--- src/rtl/tmr_pkg.sv ---
package tmr_pkg;

    localparam int unsigned NUM_TAPS = 5;

    typedef enum logic [1:0] {
        MODE_WRAP_UP   = 2'd0,
        MODE_UPDOWN    = 2'd1,
        MODE_MATCH_CLR = 2'd2,
        MODE_WRAP_DOWN = 2'd3
    } mode_e;

    typedef enum logic [1:0] {
        OP_HOLD = 2'd0,
        OP_INC  = 2'd1,
        OP_DEC  = 2'd2,
        OP_CLR  = 2'd3
    } op_e;

    typedef enum logic {
        SEQ_UP   = 1'b0,
        SEQ_DOWN = 1'b1
    } seq_e;

    localparam logic [2:0] SRC_OFF      = 3'd0;
    localparam logic [2:0] SRC_EXT_FALL = 3'd6;
    localparam logic [2:0] SRC_EXT_RISE = 3'd7;

endpackage

--- src/rtl/tmr_clk_qual.sv ---
module tmr_clk_qual
    import tmr_pkg::*;
(
    input  logic                clk_i,
    input  logic                rst_ni,
    input  logic [2:0]          sel_i,
    input  logic [NUM_TAPS-1:0] taps_i,
    input  logic                ext_i,
    output logic                tick_o
);
    logic                ext_meta_q, ext_sync_q, ext_prev_q;
    logic                ext_rise, ext_fall;
    logic [NUM_TAPS-1:0] tap_hit;

    always_ff @(posedge clk_i or negedge rst_ni) begin
        if (!rst_ni) begin
            ext_meta_q <= 1'b0;
            ext_sync_q <= 1'b0;
            ext_prev_q <= 1'b0;
        end else begin
            ext_meta_q <= ext_i;
            ext_sync_q <= ext_meta_q;
            ext_prev_q <= ext_sync_q;
        end
    end

    assign ext_rise = ext_sync_q & ~ext_prev_q;
    assign ext_fall = ~ext_sync_q & ext_prev_q;

    for (genvar g = 0; g < NUM_TAPS; g++) begin : g_tap
        assign tap_hit[g] = taps_i[g] && (sel_i == 3'(g + 1));
    end

    always_comb begin
        tick_o = |tap_hit;
        if (sel_i == SRC_EXT_RISE) tick_o = ext_rise;
        if (sel_i == SRC_EXT_FALL) tick_o = ext_fall;
    end

endmodule

--- src/rtl/tmr_seq_ctrl.sv ---
module tmr_seq_ctrl
    import tmr_pkg::*;
#(
    parameter int unsigned WIDTH = 8
) (
    input  logic             clk_i,
    input  logic             rst_ni,
    input  logic [1:0]       mode_i,
    input  logic             tick_i,
    input  logic [WIDTH-1:0] cnt_i,
    input  logic [WIDTH-1:0] lim_i,
    output op_e              op_o,
    output logic             ovf_evt_o
);
    localparam logic [WIDTH-1:0] CNT_MAX = {WIDTH{1'b1}};

    seq_e  state_q, state_d;
    mode_e mode;
    logic  at_max, at_zero;

    assign mode    = mode_e'(mode_i);
    assign at_max  = (cnt_i == CNT_MAX);
    assign at_zero = (cnt_i == '0);

    always_ff @(posedge clk_i or negedge rst_ni) begin
        if (!rst_ni) state_q <= SEQ_UP;
        else         state_q <= state_d;
    end

    always_comb begin
        state_d = state_q;
        unique case (mode)
            MODE_UPDOWN: begin
                unique case (state_q)
                    SEQ_UP:   if (tick_i && at_max)  state_d = SEQ_DOWN;
                    SEQ_DOWN: if (tick_i && at_zero) state_d = SEQ_UP;
                    default:  state_d = SEQ_UP;
                endcase
            end
            MODE_WRAP_DOWN: state_d = SEQ_DOWN;
            default:        state_d = SEQ_UP;
        endcase
    end

    always_comb begin
        op_o      = OP_HOLD;
        ovf_evt_o = 1'b0;
        if (tick_i) begin
            unique case (mode)
                MODE_WRAP_UP: begin
                    op_o      = OP_INC;
                    ovf_evt_o = at_max;
                end
                MODE_UPDOWN: begin
                    if (state_q == SEQ_UP) begin
                        op_o = at_max ? OP_DEC : OP_INC;
                    end else if (at_zero) begin
                        op_o      = OP_INC;
                        ovf_evt_o = 1'b1;
                    end else begin
                        op_o = OP_DEC;
                    end
                end
                MODE_MATCH_CLR: begin
                    op_o      = (cnt_i == lim_i) ? OP_CLR : OP_INC;
                    ovf_evt_o = at_max;
                end
                MODE_WRAP_DOWN: begin
                    op_o      = OP_DEC;
                    ovf_evt_o = at_zero;
                end
                default: op_o = OP_HOLD;
            endcase
        end
    end

endmodule

--- src/rtl/tmr_cnt_reg.sv ---
module tmr_cnt_reg
    import tmr_pkg::*;
#(
    parameter int unsigned WIDTH = 8
) (
    input  logic             clk_i,
    input  logic             rst_ni,
    input  op_e              op_i,
    input  logic             ovf_evt_i,
    input  logic             wr_i,
    input  logic [WIDTH-1:0] wdata_i,
    input  logic             flag_wr_i,
    input  logic             flag_wdata_i,
    input  logic             ack_i,
    output logic [WIDTH-1:0] cnt_o,
    output logic             ovf_o
);
    logic flag_set, flag_clr;

    always_ff @(posedge clk_i or negedge rst_ni) begin
        if (!rst_ni) begin
            cnt_o <= '0;
        end else if (wr_i) begin
            cnt_o <= wdata_i;
        end else begin
            unique case (op_i)
                OP_INC:  cnt_o <= cnt_o + 1'b1;
                OP_DEC:  cnt_o <= cnt_o - 1'b1;
                OP_CLR:  cnt_o <= '0;
                default: cnt_o <= cnt_o;
            endcase
        end
    end

    assign flag_set = ovf_evt_i & ~wr_i;
    assign flag_clr = (flag_wr_i & flag_wdata_i) | ack_i;

    always_ff @(posedge clk_i or negedge rst_ni) begin
        if (!rst_ni)       ovf_o <= 1'b0;
        else if (flag_set) ovf_o <= 1'b1;
        else if (flag_clr) ovf_o <= 1'b0;
    end

endmodule

--- src/rtl/tmr_updown_core.sv ---
module tmr_updown_core
    import tmr_pkg::*;
#(
    parameter int unsigned WIDTH = 8
) (
    input  logic                clk_i,
    input  logic                rst_ni,
    input  logic [2:0]          clk_sel_i,
    input  logic [1:0]          mode_i,
    input  logic [NUM_TAPS-1:0] pre_tick_i,
    input  logic                ext_clk_i,
    input  logic [WIDTH-1:0]    lim_i,
    input  logic                cnt_wr_i,
    input  logic [WIDTH-1:0]    cnt_wdata_i,
    output logic [WIDTH-1:0]    cnt_o,
    output logic                top_o,
    output logic                bottom_o,
    input  logic                ovf_wr_i,
    input  logic                ovf_wdata_i,
    input  logic                ovf_ack_i,
    output logic                ovf_o
);
    localparam logic [WIDTH-1:0] CNT_MAX = {WIDTH{1'b1}};

    logic tick;
    op_e  op;
    logic ovf_evt;

    tmr_clk_qual u_qual (
        .clk_i  (clk_i),
        .rst_ni (rst_ni),
        .sel_i  (clk_sel_i),
        .taps_i (pre_tick_i),
        .ext_i  (ext_clk_i),
        .tick_o (tick)
    );

    tmr_seq_ctrl #(.WIDTH(WIDTH)) u_ctrl (
        .clk_i     (clk_i),
        .rst_ni    (rst_ni),
        .mode_i    (mode_i),
        .tick_i    (tick),
        .cnt_i     (cnt_o),
        .lim_i     (lim_i),
        .op_o      (op),
        .ovf_evt_o (ovf_evt)
    );

    tmr_cnt_reg #(.WIDTH(WIDTH)) u_cnt (
        .clk_i        (clk_i),
        .rst_ni       (rst_ni),
        .op_i         (op),
        .ovf_evt_i    (ovf_evt),
        .wr_i         (cnt_wr_i),
        .wdata_i      (cnt_wdata_i),
        .flag_wr_i    (ovf_wr_i),
        .flag_wdata_i (ovf_wdata_i),
        .ack_i        (ovf_ack_i),
        .cnt_o        (cnt_o),
        .ovf_o        (ovf_o)
    );

    assign top_o    = (cnt_o == CNT_MAX);
    assign bottom_o = (cnt_o == '0);

endmodule

--- config.mk ---
export PLATFORM = sky130hd
export DESIGN_NAME = tmr_updown_core
export DESIGN_NICKNAME = d
export VERILOG_FILES = /design/src/rtl/tmr_pkg.sv /design/src/rtl/tmr_clk_qual.sv /design/src/rtl/tmr_seq_ctrl.sv /design/src/rtl/tmr_cnt_reg.sv /design/src/rtl/tmr_updown_core.sv
export SDC_FILE = /design/constraint.sdc
export NUM_CORES = 1
export LEC_CHECK = 0
export CAP_MARGIN = 20
export CORE_MARGIN = 5
export CORE_UTILIZATION = 46
export DETAILED_ROUTE_END_ITERATION = 8
export PLACE_DENSITY = 0.85
export SKIP_CTS_REPAIR_TIMING = 1
export SLEW_MARGIN = 20
export SYNTH_ARGS = -nofsm -noshare
export SYNTH_HDL_FRONTEND = slang
export SYNTH_SLANG_ARGS = --single-unit
export TNS_END_PERCENT = 100
--- constraint.sdc ---
create_clock -name clk_i -period 8.09 [get_ports clk_i]
set_input_delay 1.618 -clock clk_i [delete_from_list [all_inputs] [get_ports clk_i]]
set_output_delay 1.618 -clock clk_i [all_outputs]
set_load 0.1 [all_outputs]
-- Word level (Yosys, flattened, before mapping)
Cells that the tools add are included.
- register bits after elaboration: 13
- ROM bits: 0
- bits in latches: 0
- RAM bits: 0
- output and inout port bits: 11
- word-level logic and storage cells: 65
- memories kept: 0
- bits of input ports: 33
- reduce and logical (&&, ||, !) cells: 13
- divide/modulo/power cells: 0
- bitwise logic cells: 9
- shifts and indexed selects: 0
- add/subtract/negate cells: 2
- muxes and demuxes: 20
- magnitude comparators: 0
- equality and inequality tests: 15
- multipliers: 0
- operators with widths (operator ; number):
    one-hot mux 8 bit (3 select lines) ; 1
    equality test 3 bit, second input constant ; 4
    two-way mux 2 bit ; 5
    two-way mux 1 bit ; 9
    adder 8 x 1 -> 8 bit, second input constant ; 1
    equality test 2 bit, second input constant ; 4
    equality test 8 bit ; 1
    equality test 8 bit, second input constant ; 1
    logical NOT 8 bit ; 1
    two-way mux 8 bit ; 1
    one-hot mux 2 bit (4 select lines) ; 1
    subtractor 8 x 1 -> 8 bit, second input constant ; 1
    logical AND 1 bit ; 7
    equality test 3 x 2 -> 1 bit, second input constant ; 2
    OR reduction 5 bit ; 1
    bitwise AND 1 bit ; 4
    equality test 2 x 1 -> 1 bit, second input constant ; 2
    inverter 1 bit ; 4
    one-hot mux 1 bit (2 select lines) ; 2
    nonzero test 4 bit ; 1
    equality test 3 x 1 -> 1 bit, second input constant ; 1
    one-hot mux 1 bit (3 select lines) ; 1
    logical NOT 2 bit ; 1
    nonzero test 2 bit ; 1
    other kinds (2) ; 2

-- Depth between registers and ports, before layout
Gate-level depths: netlist (run 1).
- depth after elaboration: 9
- depth in mapped cells: 12
- mapped depth without buffers: 12

-- Cells and area by module
A second synthesis (run 1) with hierarchy kept.
- cell total of the unflattened synthesis: 142
- area, all modules: 1290.0 µm²
- by module, submodules not included (module ; instances ; area an instance (µm²) ; seq. area each (µm²) ; cells an instance):
    tmr_cnt_reg ; 1 ; 839.6 ; 225.2 ; 94
    tmr_seq_ctrl ; 1 ; 254.0 ; 25.0 ; 29
    tmr_clk_qual ; 1 ; 161.4 ; 75.1 ; 13
    tmr_updown_core ; 1 ; 35.0 ; 0.0 ; 6

-- Least setup slack after synthesis (run 1)
OpenSTA, ideal clock, no wires.
- path type: input port to flip-flop
- from: input clk_sel_i[0]
- to: register u_cnt.cnt_o[7]
- setup time: 80 ps
- slack: 3604 ps
- path buffers: 1
- cell stages on the path: 11
- required time: 8010 ps
- arrival time: 4406 ps
- cell sequence: mux4_2 mux2i_2 clkbuf_1 nor2_1 ha_1 a21o_1 a21oi_1 a31oi_1 or3_1 a211o_2 o211ai_2
- cells in the longest elaborated chain, start to end: 9
- elaborated cells between the ends (all ways): 22
- classes of those cells: eq/ne: 10; mux: 5; reduce/logical: 7
- RTL lines (what ; RTL line ; text):
    start: declaration ; tmr_updown_core.sv:8 ; input logic [2:0] clk_sel_i,
    equality test 3 x 1 -> 1 bit, or another cell as far along ; tmr_clk_qual.sv:31 ; assign tap_hit[g] = taps_i[g] && (sel_i == 3'(g + 1));
    logical AND 1 bit ; tmr_clk_qual.sv:31 ;
    OR reduction 5 bit ; tmr_clk_qual.sv:35 ; tick_o = |tap_hit;
    two-way mux 1 bit ; tmr_clk_qual.sv:36 ; if (sel_i == SRC_EXT_RISE) tick_o = ext_rise;
    two-way mux 1 bit (*) ; tmr_clk_qual.sv:37 ; if (sel_i == SRC_EXT_FALL) tick_o = ext_fall;
    two-way mux 2 bit (*) ; tmr_seq_ctrl.sv:48 ; if (tick_i) begin
    equality test 2 bit or equality test 2 x 1 -> 1 bit (tied branches) ; tmr_cnt_reg.sv:26 ; unique case (op_i)
    one-hot mux 8 bit (3 select lines) ; tmr_cnt_reg.sv:26 ;
    two-way mux 8 bit ; tmr_cnt_reg.sv:23 ; end else if (wr_i) begin
    end signal: assignment ; tmr_cnt_reg.sv:24 ; cnt_o <= wdata_i;
    end signal: assignment ; tmr_cnt_reg.sv:27 ; OP_INC: cnt_o <= cnt_o + 1'b1;
    end signal: assignment ; tmr_cnt_reg.sv:28 ; OP_DEC: cnt_o <= cnt_o - 1'b1;
    end: declaration ; tmr_cnt_reg.sv:15 ; output logic [WIDTH-1:0] cnt_o,
Mark *: on every way between the ends. The rest lies on a longest branch, timed or not.
A chain may end at the register's enable or synchronous reset.

-- Final worst setup path (run 1)
Same ends and word-level chain as after synthesis.

==> impl_metrics.toml, run 1 <==
[floorplanning]
core_um2 = 2233
num_io_pins = 44
chipWidth_um = 58.37
num_rows = 17
start_util = 0.4818
die_h_um = 58.37
die-area_um2 = 3406

[layout]
layout_common_cells = "clkdlybuf4s50_1, dfrtp_1, nand2_1"
fin_area_um2 = 1562
final_common_cell = "clkdlybuf4s50_1"
layout-drive-gt1-share = 0.08642
antenna_cells = 0
final_nets = 203
area_delta_synth_final_pct = 45.12

[timing]
hold_viol_final = 0
rsz0062_at_grt = "false"
period_minus_slack_ps = 5214
skew_ps = 7.306
worst_pin_slew_ps = 987.3
setup_viol = 0
drv_slew = 0
tns_ps = 0
fin_crit_sh = 0.6445
slew_headroom = 0.3398
fmaxAchievable_mhz = 191.8

[synth]
ys_warn_count = 0
syn-cell-area_um2 = 1076
synthCells = 117
synth_top_cell_area_share = 0.3023
synthTopCellsByArea = "dfrtp_1, xor2_1, ha_1"
synth.distinct_cells = 41
synth_edf_count = 0
synthFlopType = "dfrtp_1"
syn_area_per_cell_um2 = 9.197
syn-num-nets = 157
synth_area_leader_cell = "dfrtp_1"
synth-seq-area-share = 0.3023
yosys_register_bits = 13
synthArstFlopShare = 1.000

[global_routing]
met2_usage = 0.3493
grt_pass1_wl_um = 5099
grt_max_degree = 20
top_usage_layer = "met2"
overflow = 0
grt_antenna_before_repair = 0
grt_use_met3 = 0.03070
track_usage = 0.1917
met1_usage = 0.2128
first_global_vias = 1190

[worst_hold_path]
hp-class = "flip-flop to flip-flop"
hold-path-cell-count = 0

[routing]
drtPass1Iterations = 4
drtIter0Drc = 32
drt-total-wl_um = 2982
wl_per_cell_um = 15.69
viasPerCell = 5.605
vias = 1065
drcViolationCount = 0
ant_nets = 0

[clock_network]
cts.clk_slew.worst_paths_ps = 80
cts_tree = "yes"
clock-sinks = 13
clk_path_buf_depth = 2
cts.htree.levels = 1
worstSkewPairLatency_ps = 280
root_buffer = "clkbuf_4"
cts_buffers = 3

[critical_path]
critPathSlowestCell = "mux2i_2"
worstPathCellList = "clkdlybuf4s50_1, mux4_2, mux2i_2, nor2_1, ha_1, a21o_1, a21oi_1, a31oi_1, or3_1, a211o_2, o211ai_2"
cp.buffers_inverters = 1
cp.depth = 11
start_kind = "input port"
slowest_delay_ps = 690
ff2ff_path_depth = 11
crit_arrival_ps = 5420
cp_max_fo = 19
crit_type = "input port to flip-flop"
worstPathRequired_ps = 8300
cp_top_family = "multiplexers"
endpoint_kind = "flip-flop"

[placed_design]
placed_area_um2 = 1534
io_buffers = 43
hpwl_um = 2437
gp_congestion = 0.8993

[pwr]
leakagePower_uw = 0.0006620
vdd_ir_drop_max_uv = 146.7
p_per_area_nw_per_um2 = 177.0

[job]
cap_violations = 0

[outcome]
status = "complete, no violations"
## kinds of logic after synthesis
kind of cell | Yosys count | share of synthesized area
AOI/OAI and AO/OA | 34 | 0.2291
xor gates and xnor gates | 13 | 0.1058
adders and majority gates | 7 | 0.08837
buffers and inverters | 8 | 0.02791
DFF | 13 | 0.3023
muxes | 4 | 0.05232
and+or+nand+nor | 38 | 0.1942
## area by class of cell
cell class	instances	area (um2)
clock buffer	3	22.52
clock inverter	1	5.005
fill	179	671.9
inverter	6	22.52
multi-input combinational	96	720.7
sequential	13	325.3
tap	28	35.03
timing repair buffer	43	430.4
## power by group
part	total (uW)	internal [uW]	leakage [uW]	switching [uW]
combinational	147	57.1	0.000490	90.1
sequential	86.7	72.2	0.000155	14.5
clock	42.4	18.3	0.0000177	24.0
## routing by layer
layer  part of all wire  routed length, um  vias to the layer above
li1                   -                  -                      523
met1               0.41               1217                      511
met2               0.54               1598                       27
met3              0.039                115                        4
met4              0.017                 51                        0
met5                  0                  0                        -
## per-stage QoR
stage / total power (uW) / std cells / hold WS, ps / utilization / worst slack (ps)
after floorplan: 188.4 / 117 / 331.2 / - / 3604
after global placement: 230.5 / 186 / 333.1 / 0.6868 / 2768
after detailed placement: 235.2 / 186 / 344.1 / 0.6868 / 2629
after CTS: 277.2 / 190 / 363.9 / 0.6992 / 2915
after global routing: 294.8 / 190 / 373.3 / 0.6992 / 2691
final: 276.3 / 190 / 361.4 / 0.6992 / 2876
## worst paths after layout
path	start	end	slack, ps
max	clk_sel_i[0]	u_cnt.cnt_o[7]	2880
min in group asynchronous	rst_ni	u_cnt.cnt_o[5]	1700
min	u_qual.ext_meta_q	u_qual.ext_sync_q	360
min reg2reg	u_qual.ext_meta_q	u_qual.ext_sync_q	360
max reg2reg	u_qual.ext_sync_q	u_cnt.cnt_o[7]	4250
max in group asynchronous	rst_ni	u_cnt.cnt_o[7]	6000
## cells in the mapped netlist (3+ instances only)
master	n
xnor2_1	4
xor2_1	9
nand3_1	3
dfrtp_1	13
nor2_1	6
inv_1	6
nand4_1	3
nand2_1	10
a21oi_1	9
ha_1	6
o21a_1	3
o21ai_0	7
## state kept, by name, summed over array words and instances (netlist names)
| signal | count |
|---|---|
| u_cnt.cnt_o | 8 |
| u_cnt.ovf_o | 1 |
| u_qual.ext_meta_q | 1 |
| u_qual.ext_prev_q | 1 |
| u_qual.ext_sync_q | 1 |
| u_ctrl.state_q | 1 |
No activity file was read; power rests on OpenSTA's default activity.
==> run 2: changes to the inputs <==
--- a/config.mk
+++ b/config.mk
@@ -7,9 +7,9 @@
 export LEC_CHECK = 0
 export CAP_MARGIN = 20
 export CORE_MARGIN = 5
-export CORE_UTILIZATION = 46
+export CORE_UTILIZATION = 43
 export DETAILED_ROUTE_END_ITERATION = 8
-export PLACE_DENSITY = 0.85
+export PLACE_DENSITY = 0.8
 export SKIP_CTS_REPAIR_TIMING = 1
 export SLEW_MARGIN = 20
 export SYNTH_ARGS = -nofsm -noshare
==> constraint.sdc (replaced) <==
create_clock -name clk_i -period 5.1 [get_ports clk_i]
set_input_delay 1.02 -clock clk_i [delete_from_list [all_inputs] [get_ports clk_i]]
set_output_delay 1.02 -clock clk_i [all_outputs]
set_load 0.1 [all_outputs]
==> impl_metrics.toml, run 2 (same netlist as run 1, synthesis figures left out) <==
[pwr]
p_seq_frac = 0.316
p_clk_frac = 0.151
p_sw_uw = 204.6
vdd_ir_drop_max_uv = 232.7
swShare = 0.4637
p_comb_frac = 0.534
internal_power_uw = 236.6
leakagePower_uw = 0.0006639
p_per_area_nw_per_um2 = 280.9

[outcome]
status = "complete, no violations"

[critical_path]
crit_type = "input port to flip-flop"
start_kind = "input port"
worstPathRequired_ps = 5310
crit_arrival_ps = 4260
endpoint_kind = "flip-flop"
cp_max_fo = 19

[layout]
fin_cells = 193
final_nets = 204
largest-register = "u_cnt.cnt_o"
largest_register_ffs = 8
area_delta_synth_final_pct = 45.93
layout_common_cells = "clkdlybuf4s50_1, dfrtp_1, nand2_1"
antenna_cells = 0
layout-drive-gt1-share = 0.08589
final_common_cell = "clkdlybuf4s50_1"

[floorplanning]
num_rows = 18
chipWidth_um = 60.03
num_io_pins = 44
die_h_um = 60.03
core_um2 = 2432
die-area_um2 = 3603
start_util = 0.4424

[timing]
hold_viol_final = 0
slew_headroom = 0.3519
fin_crit_sh = 0.7951
drv_slew = 0
worst_pin_slew_ps = 969.0
rsz0062_at_grt = "false"
fmaxAchievable_mhz = 246.6
skew_ps = 1.368
setup_viol = 0
tns_ps = 0
period_minus_slack_ps = 4055

[clock_network]
clock-sinks = 13
cts_tree = "yes"
clk_path_buf_depth = 2
root_buffer = "clkbuf_4"
cts.htree.levels = 1
cts.clk_slew.worst_paths_ps = 80
worstSkewPairLatency_ps = 280
cts_buffers = 3

[global_routing]
track_usage = 0.1789
grt_pass1_wl_um = 4905
grt_antenna_before_repair = 0
first_global_vias = 1110
overflow = 0
grt_max_degree = 20

[placed_design]
gp_congestion = 0.8233
dp.cells = 189
io_buffers = 43
hpwl_um = 2380

[worst_hold_path]
hp-class = "flip-flop to flip-flop"

[routing]
wl_per_cell_um = 15.48
drcViolationCount = 0
drtPass1Iterations = 4
drt-total-wl_um = 2987
ant_nets = 0
drtIter0Drc = 37
viasPerCell = 5.725
vias = 1105

[job]
cap_violations = 0
==> run 2: cell types whose count changed in the layout (fill, tap and decap cells not counted), sizes merged <==
cell	before	now
buf	0	1
clkbuf	3	4
clkinv	1	0
==> run 2: final timing paths <==
path                                   start                 to  slack [ps]  depth (start not counted)
min in group asynchronous             rst_ni        u_cnt.ovf_o        1110                          1
min                        u_qual.ext_meta_q  u_qual.ext_sync_q         360                          0
max reg2reg                   u_cnt.cnt_o[0]     u_cnt.cnt_o[7]        1400                         11
max in group asynchronous             rst_ni     u_cnt.cnt_o[3]        3610                          1
max                             clk_sel_i[0]     u_cnt.cnt_o[7]        1050                         12
min reg2reg                u_qual.ext_meta_q  u_qual.ext_sync_q         360                          0
==> run 2: power groups by stage <==
stage | Sequential [uW] | Combinational, uW | Clock, uW
2_1_floorplan | 207 | 92.0 | 0
3_3_place_gp | 140 | 228 | 0
3_5_place_dp | 141 | 234 | 0
4_1_cts | 138 | 236 | 66.3
5_1_grt | 142 | 253 | 70.4
6_report | 139 | 235 | 66.4
==> run 2: worst max-delay path, cell delays in order <==
cell,delay [ps]
clkdlybuf4s50_1,520
mux4_2,520
mux2i_2,150
buf_4,230
nor2_1,170
ha_1,380
a21o_1,200
a21oi_1,200
a31oi_1,130
or3_1,340
a211o_2,340
o211ai_2,60
==> run 2: metrics by stage <==
stage / hold slack, ps / setup slack [ps] / total power [uW] / util / instance area, um2
after floorplan: 331.2 / 869.8 / 298.8 / - / 1076
after global placement: 335.4 / 880.9 / 368.1 / 0.6348 / 1544
after detailed placement: 345.1 / 761.0 / 374.9 / 0.6348 / 1544
after CTS: 369.5 / 1056 / 440.5 / 0.6456 / 1570
after global routing: 381.7 / 921.2 / 464.9 / 0.6456 / 1570
final: 364.6 / 1045 / 441.2 / 0.6456 / 1570
==> run 2: cell type report <==
cell class	instances	area, um2
clock buffers	4	26.28
fillers	203	862.1
multi-input cells	96	720.7
repair buffers	44	437.9
flip-flops and latches	13	325.3
well taps	30	37.54
inverters	6	22.52
==> run 2: per-layer routing <==
layer  wire length [um]  track usage  part of all wire  vias to the layer above
li1                   -            -                 -                      521
met1               1170       0.2144              0.39                      521
met2               1497       0.3040              0.50                       51
met3                237      0.02376             0.079                       12
met4                 82       0.1013             0.027                        0
met5                  0            0                 0                        -
==> run 3: changes to the inputs <==
--- a/config.mk
+++ b/config.mk
@@ -7,9 +7,9 @@
 export LEC_CHECK = 0
 export CAP_MARGIN = 20
 export CORE_MARGIN = 5
-export CORE_UTILIZATION = 43
+export CORE_UTILIZATION = 38
 export DETAILED_ROUTE_END_ITERATION = 8
-export PLACE_DENSITY = 0.8
+export PLACE_DENSITY = 0.75
 export SKIP_CTS_REPAIR_TIMING = 1
 export SLEW_MARGIN = 20
 export SYNTH_ARGS = -nofsm -noshare
==> constraint.sdc (replaced) <==
create_clock -name clk_i -period 3.45 [get_ports clk_i]
set_input_delay 0.69 -clock clk_i [delete_from_list [all_inputs] [get_ports clk_i]]
set_output_delay 0.69 -clock clk_i [all_outputs]
set_load 0.1 [all_outputs]
==> impl_metrics.toml, run 3 (same netlist as run 1, synthesis figures left out) <==
[global_routing]
top_usage_layer = "met2"
overflow = 0
grt_pass1_wl_um = 5299
grt_antenna_before_repair = 0
first_global_vias = 1162
grt_max_degree = 19
met2_usage = 0.2872
grt_use_met3 = 0.02842
track_usage = 0.1641
met1_usage = 0.2031

[outcome]
status = "complete, no violations"

[routing]
drcViolationCount = 0
drtPass1Iterations = 4
ant_nets = 0
drt-total-wl_um = 3380
viasPerCell = 5.387
wl_per_cell_um = 15.94
drtIter0Drc = 47
vias = 1142

[critical_path]
slowest_delay_ps = 550
crit_arrival_ps = 3630
endpoint_kind = "flip-flop"
cp_max_fo = 6
cp_top_family = "simple AND/OR/NAND/NOR gates"
rr_startpoint = "u_cnt.cnt_o[1]"
r2r_end = "u_cnt.cnt_o[7]"
crit_type = "flip-flop to flip-flop"
cp.buffers_inverters = 0
rrSetupSlack_ps = 30
ff2ff_path_depth = 11
critPathSlowestCell = "or4_4"
start_kind = "flip-flop"
worstPathCellList = "or4_4, or4b_4, o311ai_4, nor2_4, ha_4, a21o_1, a21oi_2, a31oi_2, or3_1, a211o_2, o211ai_2"
worstPathRequired_ps = 3660

[timing]
rsz0062_at_grt = "true"
fmaxAchievable_mhz = 292.6
setup_viol = 0
skew_ps = 4.134
worst_pin_slew_ps = 969.6
drv_slew = 0
slew_headroom = 0.3516
hold_viol_final = 0
period_minus_slack_ps = 3418
whs_ps = 358.8
worst_slack_ps = 32.39
fin_crit_sh = 0.9906

[floorplanning]
start_util = 0.3936
chipWidth_um = 63.22
die_h_um = 63.22
num_io_pins = 44
die-area_um2 = 3996
core_um2 = 2734
num_rows = 19

[layout]
layout_common_cells = "clkdlybuf4s50_1, buf_4, nand2_1"
largest-register = "u_cnt.cnt_o"
final_common_cell = "clkdlybuf4s50_1"
final_nets = 222
antenna_cells = 0
area_delta_synth_final_pct = 62.79
fin_cells = 212
largest_register_ffs = 8
final_util = 0.6407
layout-drive-gt1-share = 0.3260

[placed_design]
dp.cells = 206
hpwl_um = 2656
io_buffers = 43
gp_congestion = 0.8668
pre_cts_ws_ps = -188.5

[worst_hold_path]
hp-class = "flip-flop to flip-flop"
worstHoldStart = "u_qual.ext_meta_q"
min_delay_worst_endpoint = "u_qual.ext_sync_q"
hold-path-cell-count = 0

[pwr]
p_per_area_nw_per_um2 = 409.9
leakagePower_uw = 0.0007483
vdd_ir_drop_max_uv = 507.6
power_uw = 718.0

[clock_network]
cts_buffers = 3
clk_path_buf_depth = 2
cts.htree.levels = 1
cts.clk_slew.worst_paths_ps = 90
clock-sinks = 13
worstSkewPairLatency_ps = 290
cts_tree = "yes"
root_buffer = "clkbuf_4"

[job]
cap_violations = 0
==> run 3: cell count changes in the layout (fill, tap and decap cells not counted), sizes merged <==
cell,previous run,this run
buf,1,29
clkbuf,4,3
clkdlybuf4s50,43,33
clkinv,0,1
clkinvlp,0,1
inv,6,5
==> run 3: worst reg2reg max path: stages (launching register included) <==
cell and delay [ps]:
dfrtp_4 480, or4_4 550, or4b_4 550, o311ai_4 130, nor2_4 130, ha_4 230, a21o_1 180, a21oi_2 170
a31oi_2 120, or3_1 370, a211o_2 350, o211ai_2 70
==> run 3: power by group <==
group | switching (uW) | total, uW | internal [uW]
sequential | 19.3 | 193 | 174
combinational | 247 | 423 | 175
clock | 58.9 | 102 | 43.2
==> run 3: layout make-up <==
type                    instances  area, um2
fillers                       232      982.2
multi-input cells              96      770.7
repair buffers                 62      548.0
flip-flops and latches         13      340.3
well taps                      31      38.79
inverters                       6      26.28
clock buffers                   3      22.52
clock inverters                 1      5.005
==> run 3: through the flow <==
stage	setup TNS [ps]	instance area, um2
after floorplan	0	1115
after global placement	-263.1	1679
after detailed placement	-492.5	1679
after CTS	0	1707
after global routing	-62.39	1752
final	0	1752
==> run 3: routing by layer <==
layer,vias up,part of all wire
met5,-,0
met4,0,0.021
met3,7,0.043
met2,33,0.55
met1,542,0.39
li1,560,-
==> run 3: worst max path at each step <==
| stage | start | endpoint | cells after the start |
|---|---|---|---|
| CTS | u_cnt.cnt_o[1] | u_cnt.cnt_o[6] | 11 |
| global placement | clk_sel_i[0] | u_cnt.cnt_o[7] | 11 |
| detailed placement | clk_sel_i[0] | u_cnt.cnt_o[6] | 11 |
| finish | u_cnt.cnt_o[1] | u_cnt.cnt_o[7] | 11 |
| global route | u_cnt.cnt_o[1] | u_cnt.cnt_o[7] | 11 |
| floorplan | u_cnt.cnt_o[1] | u_cnt.cnt_o[7] | 11 |
